### config.mk
export PLATFORM = sky130hd
export DESIGN_NAME = usb_in_txbuf
export DESIGN_NICKNAME = d
export VERILOG_FILES = /design/src/rtl/usb_in_txbuf_pkg.sv /design/src/rtl/usb_in_txbuf_data.sv /design/src/rtl/usb_in_txbuf_ctrl.sv /design/src/rtl/usb_in_txbuf.sv
export SDC_FILE = /design/constraint.sdc
export NUM_CORES = 1
export LEC_CHECK = 0
export CAP_MARGIN = 25
export CORE_ASPECT_RATIO = 0.7
export CORE_MARGIN = 2
export CORE_UTILIZATION = 25
export DETAILED_ROUTE_END_ITERATION = 12
export GPL_ROUTABILITY_DRIVEN = 0
export PLACE_DENSITY = 0.4
export SLEW_MARGIN = 20
export SYNTH_ARGS = -nofsm -noshare
export SYNTH_HDL_FRONTEND = slang
export SYNTH_SLANG_ARGS = --single-unit
### constraint.sdc
create_clock -name clk -period 2.7 [get_ports clk]
set_input_delay 0.54 -clock clk [delete_from_list [all_inputs] [get_ports clk]]
set_output_delay 0.54 -clock clk [all_outputs]
set_load 0.03 [all_outputs]
### src/rtl/usb_in_txbuf_pkg.sv
package usb_in_txbuf_pkg;
  // register bit positions
  localparam int unsigned BIT_RDY   = 0;
  localparam int unsigned BIT_URUN  = 1;
  localparam int unsigned BIT_STALL = 2;
  localparam int unsigned BIT_ISO   = 3;
  localparam int unsigned BIT_RATE  = 4;
  localparam int unsigned BIT_NEMP  = 5;
  localparam int unsigned BIT_FLUSH = 6;
  localparam int unsigned BIT_AUTO  = 7;

  // strobes from control to datapath
  typedef struct packed {
    logic wrByte;      // store a byte into the fill slot
    logic commit;      // latch fill count as packet length
    logic fillSlot;    // slot index being filled
    logic headSlot;    // slot index of the oldest packet
    logic txStart;     // rewind the read pointer
    logic rdByte;      // advance the read pointer
    logic clrPartial;  // discard partly written bytes
  } txStrobe_t;
endpackage

### src/rtl/usb_in_txbuf_data.sv
module usb_in_txbuf_data
  import usb_in_txbuf_pkg::*;
#(
  parameter int unsigned DATA_W    = 8,
  parameter int unsigned PKT_DEPTH = 64,
  localparam int unsigned LEN_W    = $clog2(PKT_DEPTH + 1),
  localparam int unsigned PTR_W    = $clog2(PKT_DEPTH)
) (
  input  logic              clk,
  input  logic              rstN,
  input  txStrobe_t         strb,
  input  logic [DATA_W-1:0] wrData,
  output logic [LEN_W-1:0]  fillCnt,
  output logic [LEN_W-1:0]  headLen,
  output logic [DATA_W-1:0] rdData
);
  localparam logic [LEN_W-1:0] DEPTH_L = LEN_W'(PKT_DEPTH);

  logic [LEN_W-1:0]  rdPtr;
  logic              roomLeft;
  logic              storeByte;
  logic [LEN_W-1:0]  commitLen;
  logic [LEN_W-1:0]  slotLen  [2];
  logic [DATA_W-1:0] slotByte [2];

  assign roomLeft  = fillCnt < DEPTH_L;
  assign storeByte = strb.wrByte && roomLeft;
  assign commitLen = fillCnt + LEN_W'(storeByte);

  always_ff @(posedge clk) begin
    if (!rstN) begin
      fillCnt <= '0;
    end else if (strb.clrPartial || strb.commit) begin
      fillCnt <= '0;
    end else if (storeByte) begin
      fillCnt <= fillCnt + 1'b1;
    end
  end

  for (genvar s = 0; s < 2; s++) begin : g_slot
    logic [DATA_W-1:0] mem [PKT_DEPTH];
    logic              selFill;
    assign selFill = (strb.fillSlot == 1'(s));

    always_ff @(posedge clk) begin
      if (storeByte && selFill) begin
        mem[fillCnt[PTR_W-1:0]] <= wrData;
      end
    end

    always_ff @(posedge clk) begin
      if (!rstN) begin
        slotLen[s] <= '0;
      end else if (strb.commit && selFill) begin
        slotLen[s] <= commitLen;
      end
    end

    assign slotByte[s] = mem[rdPtr[PTR_W-1:0]];
  end

  assign headLen = slotLen[strb.headSlot];

  always_ff @(posedge clk) begin
    if (!rstN) begin
      rdPtr <= '0;
    end else if (strb.txStart) begin
      rdPtr <= '0;
    end else if (strb.rdByte && (rdPtr < headLen)) begin
      rdPtr <= rdPtr + 1'b1;
    end
  end

  assign rdData = (rdPtr < headLen) ? slotByte[strb.headSlot] : '0;
endmodule

### src/rtl/usb_in_txbuf_ctrl.sv
module usb_in_txbuf_ctrl
  import usb_in_txbuf_pkg::*;
#(
  parameter int unsigned PKT_DEPTH = 64,
  localparam int unsigned LEN_W    = $clog2(PKT_DEPTH + 1)
) (
  input  logic             clk,
  input  logic             rstN,
  input  logic             cpuByteWr,
  input  logic             regWr,
  input  logic [7:0]       regWrData,
  output logic [7:0]       regRdData,
  input  logic [LEN_W-1:0] maxPktSize,
  input  logic [LEN_W-1:0] fillCnt,
  input  logic             inToken,
  input  logic             txRdEn,
  input  logic             txDone,
  input  logic             txFail,
  output txStrobe_t        strb,
  output logic [1:0]       pktCnt,
  output logic             txBusy,
  output logic             respData,
  output logic             respStall,
  output logic             respZero,
  output logic             respNak
);
  localparam logic [LEN_W-1:0] DEPTH_L = LEN_W'(PKT_DEPTH);

  logic head;
  logic stallEn, isoEn, rateEn, autoEn, urunFlag;
  logic full, anyPkt, byteOk, autoFire, manCommit, commit;
  logic tokIdle, txStart, doneOk, failOk;
  logic flushReq, flushPop, flushPart, pop;

  assign full      = (pktCnt == 2'd2);
  assign anyPkt    = (pktCnt != 2'd0);
  assign byteOk    = cpuByteWr && !full;
  assign autoFire  = autoEn && byteOk && (fillCnt < DEPTH_L)
                     && ((fillCnt + 1'b1) == maxPktSize);
  assign manCommit = regWr && regWrData[BIT_RDY];
  assign commit    = (manCommit || autoFire) && !full;

  assign tokIdle   = inToken && !txBusy;
  assign txStart   = tokIdle && !stallEn && anyPkt;
  assign doneOk    = txDone && txBusy;
  assign failOk    = txFail && txBusy && !txDone;

  assign flushReq  = regWr && regWrData[BIT_FLUSH];
  assign flushPop  = flushReq && !txBusy && !txStart && anyPkt;
  assign flushPart = flushReq && !txBusy && !anyPkt;
  assign pop       = doneOk || flushPop;

  always_comb begin
    strb            = '0;
    strb.wrByte     = byteOk && !flushPart;
    strb.commit     = commit;
    strb.fillSlot   = head ^ (pktCnt == 2'd1);
    strb.headSlot   = head;
    strb.txStart    = txStart;
    strb.rdByte     = txRdEn && txBusy;
    strb.clrPartial = flushPart;
  end

  always_ff @(posedge clk) begin
    if (!rstN) begin
      pktCnt <= '0;
      head   <= 1'b0;
    end else begin
      pktCnt <= pktCnt + 2'(commit) - 2'(pop);
      if (pop) head <= ~head;
    end
  end

  always_ff @(posedge clk) begin
    if (!rstN) begin
      txBusy <= 1'b0;
    end else if (txStart) begin
      txBusy <= 1'b1;
    end else if (doneOk || failOk) begin
      txBusy <= 1'b0;
    end
  end

  always_ff @(posedge clk) begin
    if (!rstN) begin
      stallEn <= 1'b0;
      isoEn   <= 1'b0;
      rateEn  <= 1'b0;
      autoEn  <= 1'b0;
    end else if (regWr) begin
      stallEn <= regWrData[BIT_STALL];
      isoEn   <= regWrData[BIT_ISO];
      rateEn  <= regWrData[BIT_RATE];
      autoEn  <= regWrData[BIT_AUTO];
    end
  end

  always_ff @(posedge clk) begin
    if (!rstN) begin
      urunFlag <= 1'b0;
    end else if (tokIdle && !stallEn && !anyPkt && isoEn) begin
      urunFlag <= 1'b1;
    end else if (regWr && !regWrData[BIT_URUN]) begin
      urunFlag <= 1'b0;
    end
  end

  always_ff @(posedge clk) begin
    if (!rstN) begin
      respData  <= 1'b0;
      respStall <= 1'b0;
      respZero  <= 1'b0;
      respNak   <= 1'b0;
    end else begin
      respData  <= txStart;
      respStall <= tokIdle && stallEn;
      respZero  <= tokIdle && !stallEn && !anyPkt && isoEn;
      respNak   <= tokIdle && !stallEn && !anyPkt && !isoEn;
    end
  end

  always_comb begin
    regRdData            = '0;
    regRdData[BIT_RDY]   = anyPkt;
    regRdData[BIT_URUN]  = urunFlag;
    regRdData[BIT_STALL] = stallEn;
    regRdData[BIT_ISO]   = isoEn;
    regRdData[BIT_RATE]  = rateEn;
    regRdData[BIT_NEMP]  = anyPkt || (fillCnt != '0);
    regRdData[BIT_FLUSH] = 1'b0;
    regRdData[BIT_AUTO]  = autoEn;
  end
endmodule

### src/rtl/usb_in_txbuf.sv
module usb_in_txbuf
  import usb_in_txbuf_pkg::*;
#(
  parameter int unsigned PKT_DEPTH = 64,
  localparam int unsigned LEN_W    = $clog2(PKT_DEPTH + 1)
) (
  input  logic             clk,
  input  logic             rstN,
  input  logic             cpuByteWr,
  input  logic [7:0]       cpuByte,
  input  logic             regWr,
  input  logic [7:0]       regWrData,
  output logic [7:0]       regRdData,
  input  logic [LEN_W-1:0] maxPktSize,
  input  logic             inToken,
  input  logic             txRdEn,
  output logic [7:0]       txRdData,
  output logic [LEN_W-1:0] txLen,
  input  logic             txDone,
  input  logic             txFail,
  output logic             respData,
  output logic             respStall,
  output logic             respZero,
  output logic             respNak
);
  txStrobe_t        strb;
  logic [LEN_W-1:0] fillCnt;
  logic [1:0]       pktCnt;
  logic             txBusy;

  usb_in_txbuf_ctrl #(.PKT_DEPTH(PKT_DEPTH)) u_ctrl (
    .clk(clk), .rstN(rstN), .cpuByteWr(cpuByteWr), .regWr(regWr),
    .regWrData(regWrData), .regRdData(regRdData), .maxPktSize(maxPktSize),
    .fillCnt(fillCnt), .inToken(inToken), .txRdEn(txRdEn), .txDone(txDone),
    .txFail(txFail), .strb(strb), .pktCnt(pktCnt), .txBusy(txBusy),
    .respData(respData), .respStall(respStall), .respZero(respZero),
    .respNak(respNak)
  );

  usb_in_txbuf_data #(.DATA_W(8), .PKT_DEPTH(PKT_DEPTH)) u_data (
    .clk(clk), .rstN(rstN), .strb(strb), .wrData(cpuByte),
    .fillCnt(fillCnt), .headLen(txLen), .rdData(txRdData)
  );
endmodule

==> qor.yml, run 1 <==
critical_path:
  slowest_stage: "mux4_2"
  cp.arrival_ns: 3.50
  cp_num_buf_inv: 3
  crit_type: "reg2out"
  worstPathRequired_ns: 2.16
  worstPathMaxFanout: 7
  cp_top_family: "multiplexers"
  end_kind: "primary output"
  slowest_delay_ns: 0.53
  start_kind: "flip-flop"
  cp_cell_sequence: "buf_12, buf_12, mux4_2, mux4_2, o32a_1, nand4b_1, o211ai_1, buf_4"
synthesis:
  synth_top_area_share: 0.725
  synth_enable_flop_cells: 1038
  ys_seq_area_frac: 0.741
  synth_fp_nets: 2380
  syn_avg_cell_area_um2: 18.4
  synthCells: 2336
  async_reset_ff_frac: 0
  synth_top_area_cell: "edfxtp_1"
  synth_ff_type: "edfxtp_1"
  synth_area_leaders: "edfxtp_1 72%, mux4_2 9.7%, mux2i_1 3.8%, nor2_1 1.6%, dfxtp_1 1.6%"
  yosys-top-cells-count: "1,038 x edfxtp_1, 187 x nor2_1, 185 x mux4_2"
  synth-seq-cells: 1072
  yosys.cell_types.count: 74
  synthMostInstantiatedCell: "edfxtp_1"
  syn_area_mm2: 0.0430
  yosysWarnings: 0
sta:
  slew_viol_final: 0
  worstMarginPinSlew_ns: 0.979
  rsz0062_at_grt: "yes"
  timing.final.hold_violations: 0
  fin_crit_ns: 4.04
  setup_ws_ns: -1.34
  max_slew_margin: 0.343
  clock_skew_ns: 0.0291
  finalCritPeriodShare: 1.50
  setup_viol: 8
  fmax_mhz: 248
power_and_ir_drop:
  power.total_mw: 36.5
  powerDensity_mw_per_mm2: 672
  p_leak_nw: 17.2
  vdd_ir_drop_max_v: 0.000437
final_layout:
  fin_util: 0.317
  n_fill_cell: 16600
  synthToLayoutAreaGrowth_pct: 26.2
  design_area_mm2: 0.0543
  nNetsFinal: 2903
  layout-drive-gt1-share: 0.329
  layoutNonFillerInstCount: 5200
route:
  num_vias: 23900
  viasPerCell: 4.60
  detail_route.wl_per_cell_um: 25.3
  first_iter_violations: 2149
  ant_nets: 0
  wl_um: 131000
  drc: 0
  first_pass_iters: 7
global_routing:
  use_met2: 0.202
  grt_max_degree: 129
  antenna_found_initial: 8
  gr-total-overflow: 0
  first_global_vias: 24200
  grt_use_met1: 0.228
  grt.busiest_layer: "met1"
  grt_pass1_wl_um: 184000
  grtUsageMet3: 0.0382
  grt_usage: 0.147
clock_tree:
  cts_tree: "yes"
  cts_max_path_buffers: 3
  clk_pin_slew_ns: 0.07
  cts_buffers: 103
  cts-root-buf: "clkbuf_16"
  clk_latency_ns: 0.71
  cts_sinks: 1072
  cts_hold_buf: 0
  cts.htree.levels: 3
status:
  violations: "negative setup slack"
  outcome: "finished with violations"
floorplan:
  core_mm2: 0.171
  die-area_mm2: 0.175
  start_util: 0.251
  row_count: 127
  die_x_um: 500
  pin_count: 58
  die_h_um: 351
min_path:
  hold_class: "in2reg"
place:
  dpl.hpwl_um: 91500
  numPortBuffers: 55
  placed_area_mm2: 0.0499
  dp_cells: 4958
flow_run:
  maxCapViolCount: 0
[registers in the layout, indices dropped and copies added (netlist names), named ones only]
name	flops
u_ctrl.rateEn	1
u_ctrl.pktCnt	2
u_ctrl.txBusy	1
u_data.g_slot.mem	1024
u_ctrl.respStall	1
u_ctrl.head	1
u_ctrl.respZero	1
u_ctrl.isoEn	1
u_ctrl.autoEn	1
u_ctrl.respNak	1
u_ctrl.stallEn	1
u_ctrl.respData	1
u_data.fillCnt	7
u_data.rdPtr	7
u_data.slotLen	14
u_ctrl.urunFlag	1
[metrics by stage]
| stage | setup WS (ns) | hold WS (ns) | TNS (ns) |
|---|---|---|---|
| floorplan | -0.221 | 0.446 | -20.36 |
| global placement | -1.19 | 0.477 | -343.64 |
| detailed placement | -1.26 | 0.478 | -375.41 |
| CTS | -1.43 | 0.243 | -11.10 |
| global route | -1.43 | 0.254 | -11.04 |
| finish | -1.34 | 0.290 | -10.06 |
[power breakdown]
group | leakage (nW) | total, mW | switching, mW | internal (mW)
Clock | 1.69 | 15.0 | 6.32 | 8.68
Sequential | 9.63 | 18.4 | 0.0680 | 18.3
Combinational | 5.88 | 3.08 | 1.82 | 1.26
Total | 17.2 | 36.5 | 8.20 | 28.3
[layout by cell type (no fill, tap or decap), types with 8 or more instances in the layout]
cell and count:
nor2_2 29, xor2_1 8, o21ai_1 10, clkbuf_1 23
clkinv_1 19, buf_6 11, nor2_1 153, bufinv_16 14
o21ai_0 21, and2_1 10, dfxtp_1 27, mux2i_1 155
a41oi_1 14, clkdlybuf4s50_1 30, edfxtp_1 1038, buf_4 423
mux4_2 185, buf_12 76, clkbuf_16 111, nand4_1 30
nor3_1 8, mux2_2 12, nor2b_1 8, o211ai_1 8
a22oi_1 52, or3_1 14, nand3_1 54, xnor2_1 18
nand2_1 110, inv_1 22, ha_1 11, and3_1 19
a21oi_1 28, clkinv_2 15
[per-layer routing]
| metal | wire length (um) | vias up |
|---|---|---|
| met4 | 2630 | 4 |
| met1 | 66200 | 12600 |
| met3 | 9450 | 152 |
| met2 | 53100 | 698 |
| met5 | 23 | - |
| li1 | - | 10500 |
[what timing repair did]
action,in CTS,in global routing
setup endpoints to repair,19,87
pin swaps,11,18
resized for setup,65,37
setup buffers,15,41
gates cloned,0,3
[final cells by class]
| type | count | area, um^2 | share of cell area |
|---|---|---|---|
| clock inverter | 54 | 642 | 0.0118 |
| clock buffer | 133 | 2820 | 0.0519 |
| inverter | 24 | 90.1 | 0.00166 |
| sequential | 1072 | 31900 | 0.587 |
| antenna | 2 | 5.00 | 0.0000922 |
| timing repair buffer | 557 | 5390 | 0.0993 |
| tap | 2257 | 2820 | 0.0520 |
| multi-input combinational | 1101 | 10600 | 0.196 |
[final timing paths]
kind	start	endpoint	slack (ns)	cells past startpoint
worst min register to register	u_ctrl.urunFlag	u_ctrl.urunFlag	0.50	1
worst min-delay path	cpuByte[7]	u_data.g_slot[1].mem[24][7]	0.29	1
worst max-delay path	flip-flop	txRdData[5]	-1.34	8
worst max register to register	u_ctrl.pktCnt[0]	u_data.g_slot[0].mem[8][2]	0.19	7
[cell families (layout without fill, tap and decap cells)]
group | count (synthesis) | after routing | share of synthesized area
xor gates and xnor gates | 26 | 26 | 0.00530
AOI/OAI and AO/OA | 204 | 204 | 0.0348
other | 1 | 3 | 0.0000872
muxes | 363 | 363 | 0.139
buffers and inverters | 163 | 768 | 0.0226
DFF | 1072 | 1072 | 0.741
adders and majority gates | 13 | 13 | 0.00378
and+or+nand+nor | 494 | 494 | 0.0539
Note: power is estimated with default switching activity, not from simulation.
==> run 2, diff against run 1 <==
--- a/config.mk
+++ b/config.mk
@@ -8,10 +8,11 @@
 export CAP_MARGIN = 25
 export CORE_ASPECT_RATIO = 0.7
 export CORE_MARGIN = 2
-export CORE_UTILIZATION = 25
+export CORE_UTILIZATION = 30
+export CTS_CLUSTER_SIZE = 40
 export DETAILED_ROUTE_END_ITERATION = 12
 export GPL_ROUTABILITY_DRIVEN = 0
-export PLACE_DENSITY = 0.4
+export PLACE_DENSITY = 0.46
 export SLEW_MARGIN = 20
 export SYNTH_ARGS = -nofsm -noshare
 export SYNTH_HDL_FRONTEND = slang
==> constraint.sdc (replaced) <==
create_clock -name clk -period 3.7 [get_ports clk]
set_input_delay 0.74 -clock clk [delete_from_list [all_inputs] [get_ports clk]]
set_output_delay 0.74 -clock clk [all_outputs]
set_load 0.03 [all_outputs]
==> run 2 against run 1 <==
The flow still finishes with violations (negative setup slack). Clock power decreased by 28%. Sequential cell count unchanged. Clock skew increased by 0.011 ns. Critical endpoint unchanged. Largest power group unchanged. Largest cell class unchanged. Setup slack improved by 0.78 ns. Critical path type unchanged.
==> qor.yml, run 2 (synthesis gave the netlist of run 1 again) <==
status:
  outcome: "finished with violations"
  violations: "negative setup slack"
sta:
  setup_ws_ns: -0.558  # +0.779 ns
  timing.final.hold_violations: 0  # unchanged
  rsz0062_at_grt: "yes"
  setup-tns-final_ns: -4.03  # +6.04 ns
  fin_crit_ns: 4.26
  worstMarginPinSlew_ns: 1.04  # +0.0615 ns
  max_slew_margin: 0.306  # -0.0363
  slew_viol_final: 0  # unchanged
  setup_viol: 8  # unchanged
  clock_skew_ns: 0.0400  # +0.0109 ns
  fmax_mhz: 235
  finalCritPeriodShare: 1.15
floorplan:
  die_x_um: 456  # -8.6%
  core_mm2: 0.143  # -17%
  die_h_um: 321  # -8.6%
  start_util: 0.301  # +0.0499
  pin_count: 58  # unchanged
  row_count: 116  # -8.7%
  die-area_mm2: 0.146  # -17%
final_layout:
  fin_util: 0.366  # +0.0487
  synthToLayoutAreaGrowth_pct: 21.5
  largest_reg_flops: 1024  # unchanged
  regArea_mm2: 0.0319  # about the same
  diodes: 0  # -2
  multi_input_area_mm2: 0.0105  # -1.2%
  final_cell_mix: "1,038 x edfxtp_1, 300 x buf_4, 185 x nor2_1, 185 x mux4_2, 153 x mux2i_1"
  layout-drive-gt1-share: 0.284  # -0.0453
  layoutNonFillerInstCount: 4689  # -9.8%
  n_fill_cell: 13200  # -21%
  nNetsFinal: 2757  # -5.0%
  final_common_cell: "edfxtp_1"
critical_path:
  reg2reg_depth: 7  # unchanged
  crit_type: "reg2out"
  start_kind: "flip-flop"
  cp.arrival_ns: 3.52  # +0.02 ns
  cp_cell_sequence: "buf_16, buf_16, mux4_2, nand2_2, a21oi_1, o32a_4, nand4b_1, buf_4, o211ai_1, buf_4, buf_12"
  slowest_delay_ns: 0.55  # +0.02 ns
  cp_top_family: "buffers and inverters"
  worstPathMaxFanout: 14  # +7
  worstPathRequired_ns: 2.96  # +0.80 ns
  worstReg2RegEnd: "u_data.slotLen[0][3]"
  cp_num_buf_inv: 5  # +2
  rrSetupSlack_ns: 0.52  # +0.33 ns
  slowest_stage: "mux4_2"
  r2r_start: "u_data.fillCnt[0]"
  end_kind: "primary output"
place:
  numPortBuffers: 55  # unchanged
  dpl.hpwl_um: 79000  # -14%
  dp_cells: 4441  # -10%
clock_tree:
  cts.htree.levels: 3  # unchanged
  cts_max_path_buffers: 3  # unchanged
  clk_latency_ns: 0.73  # +0.02 ns
  cts_tree: "yes"
  cts_buffers: 106  # +2.9%
  cts_sinks: 1072  # unchanged
  clk_pin_slew_ns: 0.06  # about the same
  cts_hold_buf: 0  # unchanged
  cts-root-buf: "clkbuf_16"
route:
  viasPerCell: 4.98  # +8.2%
  detail_route.wl_per_cell_um: 25.6  # +1.3%
  ant_nets: 0  # unchanged
  first_iter_violations: 2176  # +1.3%
  wl_um: 120000  # -8.7%
  first_pass_iters: 7  # unchanged
  drc: 0  # unchanged
  num_vias: 23300  # -2.4%
power_and_ir_drop:
  pwr-share-clk: 0.408  # -0.003
  netSwitchingFraction: 0.226  # +0.00147
  share_seq_of_total_power: 0.507  # +0.002
  internal_power_mw: 20.5  # -27%
  combPwrFrac: 0.085  # about the same
  vdd_ir_drop_max_v: 0.000398  # -8.8%
  p_leak_nw: 16.4  # -4.9%
  powerDensity_mw_per_mm2: 508  # -24%
  power.net_switching_mw: 6.00  # -27%
  power.total_mw: 26.5  # -27%
global_routing:
  antenna_found_initial: 6  # -2
  first_global_vias: 23300  # -3.7%
  gr-total-overflow: 0  # unchanged
  grt_max_degree: 100  # -22%
  grt_pass1_wl_um: 170000  # -7.6%
  grt_usage: 0.162  # +0.0143
flow_run:
  maxCapViolCount: 0  # unchanged
min_path:
  min_from: "cpuByte[4]"
  hold-path-endpoint: "u_data.g_slot[0].mem[36][4]"
  hold_class: "in2reg"
  worst_hold_path.num_cells: 1  # unchanged
run 2: cell count changes in the layout (fill, tap and decap cells not counted), moves of 6 or more:
cell	change
clkdlybuf4s50_1	+9
clkinv_1	-6
nor2_2	-27
clkinv_2	+6
buf_16	+8
buf_4	-123
buf_12	-45
nor2_1	+32
mux2i_2	+6
run 2: through the flow:
step / cell area, um^2 / hold slack (ns) / setup slack (ns)
6_report: 52200 / 0.462 / -0.558
5_1_grt: 52200 / 0.445 / -0.655
3_3_place_gp: 47600 / 0.477 / -0.533
4_1_cts: 51900 / 0.416 / -0.623
3_5_place_dp: 47700 / 0.487 / -0.558
2_1_floorplan: 43000 / 0.446 / 0.379
run 2: what timing repair did:
| action | in CTS | in global routing |
|---|---|---|
| endpoints found under the setup margin | 8 | 8 |
| cloned | 6 | 2 |
| gates resized for setup | 58 | 43 |
| setup buffers | 33 | 11 |
| pin swaps | 11 | 12 |
run 2: worst reg2reg max path: cells and delay by family, from the launching register on:
kind	cells	cell delay, ns
simple gates	4	1.20
flops	1	0.62
compound gates	2	0.71
fa+ha+maj	1	0.32
run 2: cell type report:
cell class / instances / share of cell area
Clock buffer: 138 / 0.0545
Clock inverter: 58 / 0.0118
Inverter: 24 / 0.00172
Multi-Input combinational cell: 1101 / 0.201
Sequential cell: 1072 / 0.610
Tap cell: 1888 / 0.0452
Timing Repair Buffer: 408 / 0.0759
run 2: worst max-delay path by stage:
stage          slack (ns)     endpoint  cells past startpoint
3_5_place_dp        -0.56  txRdData[2]                      9
4_1_cts             -0.62  txRdData[0]                     11
2_1_floorplan        0.38  txRdData[6]                      9
5_1_grt             -0.65  txRdData[5]                     10
6_report            -0.56  txRdData[5]                     11
3_3_place_gp        -0.53  txRdData[2]                     12
run 2: power groups by stage:
stage          combinational [mW]  clock, mW  sequential (mW)
2_1_floorplan               0.989          0             13.7
3_3_place_gp                 2.05          0             13.7
3_5_place_dp                 2.09          0             13.7
4_1_cts                      2.23       11.1             13.4
5_1_grt                      2.38       11.5             13.4
6_report                     2.25       10.8             13.4
run 2: per-layer routing:
metal / global-route usage / routed length, um / part of all wire / vias to the layer above
li1: - / - / - / 10200
met1: 0.244 / 57400 / 0.48 / 12300
met2: 0.242 / 52900 / 0.44 / 718
met3: 0.0293 / 7800 / 0.065 / 125
met4: 0.0343 / 1920 / 0.016 / 0
met5: 0 / 0 / 0 / -
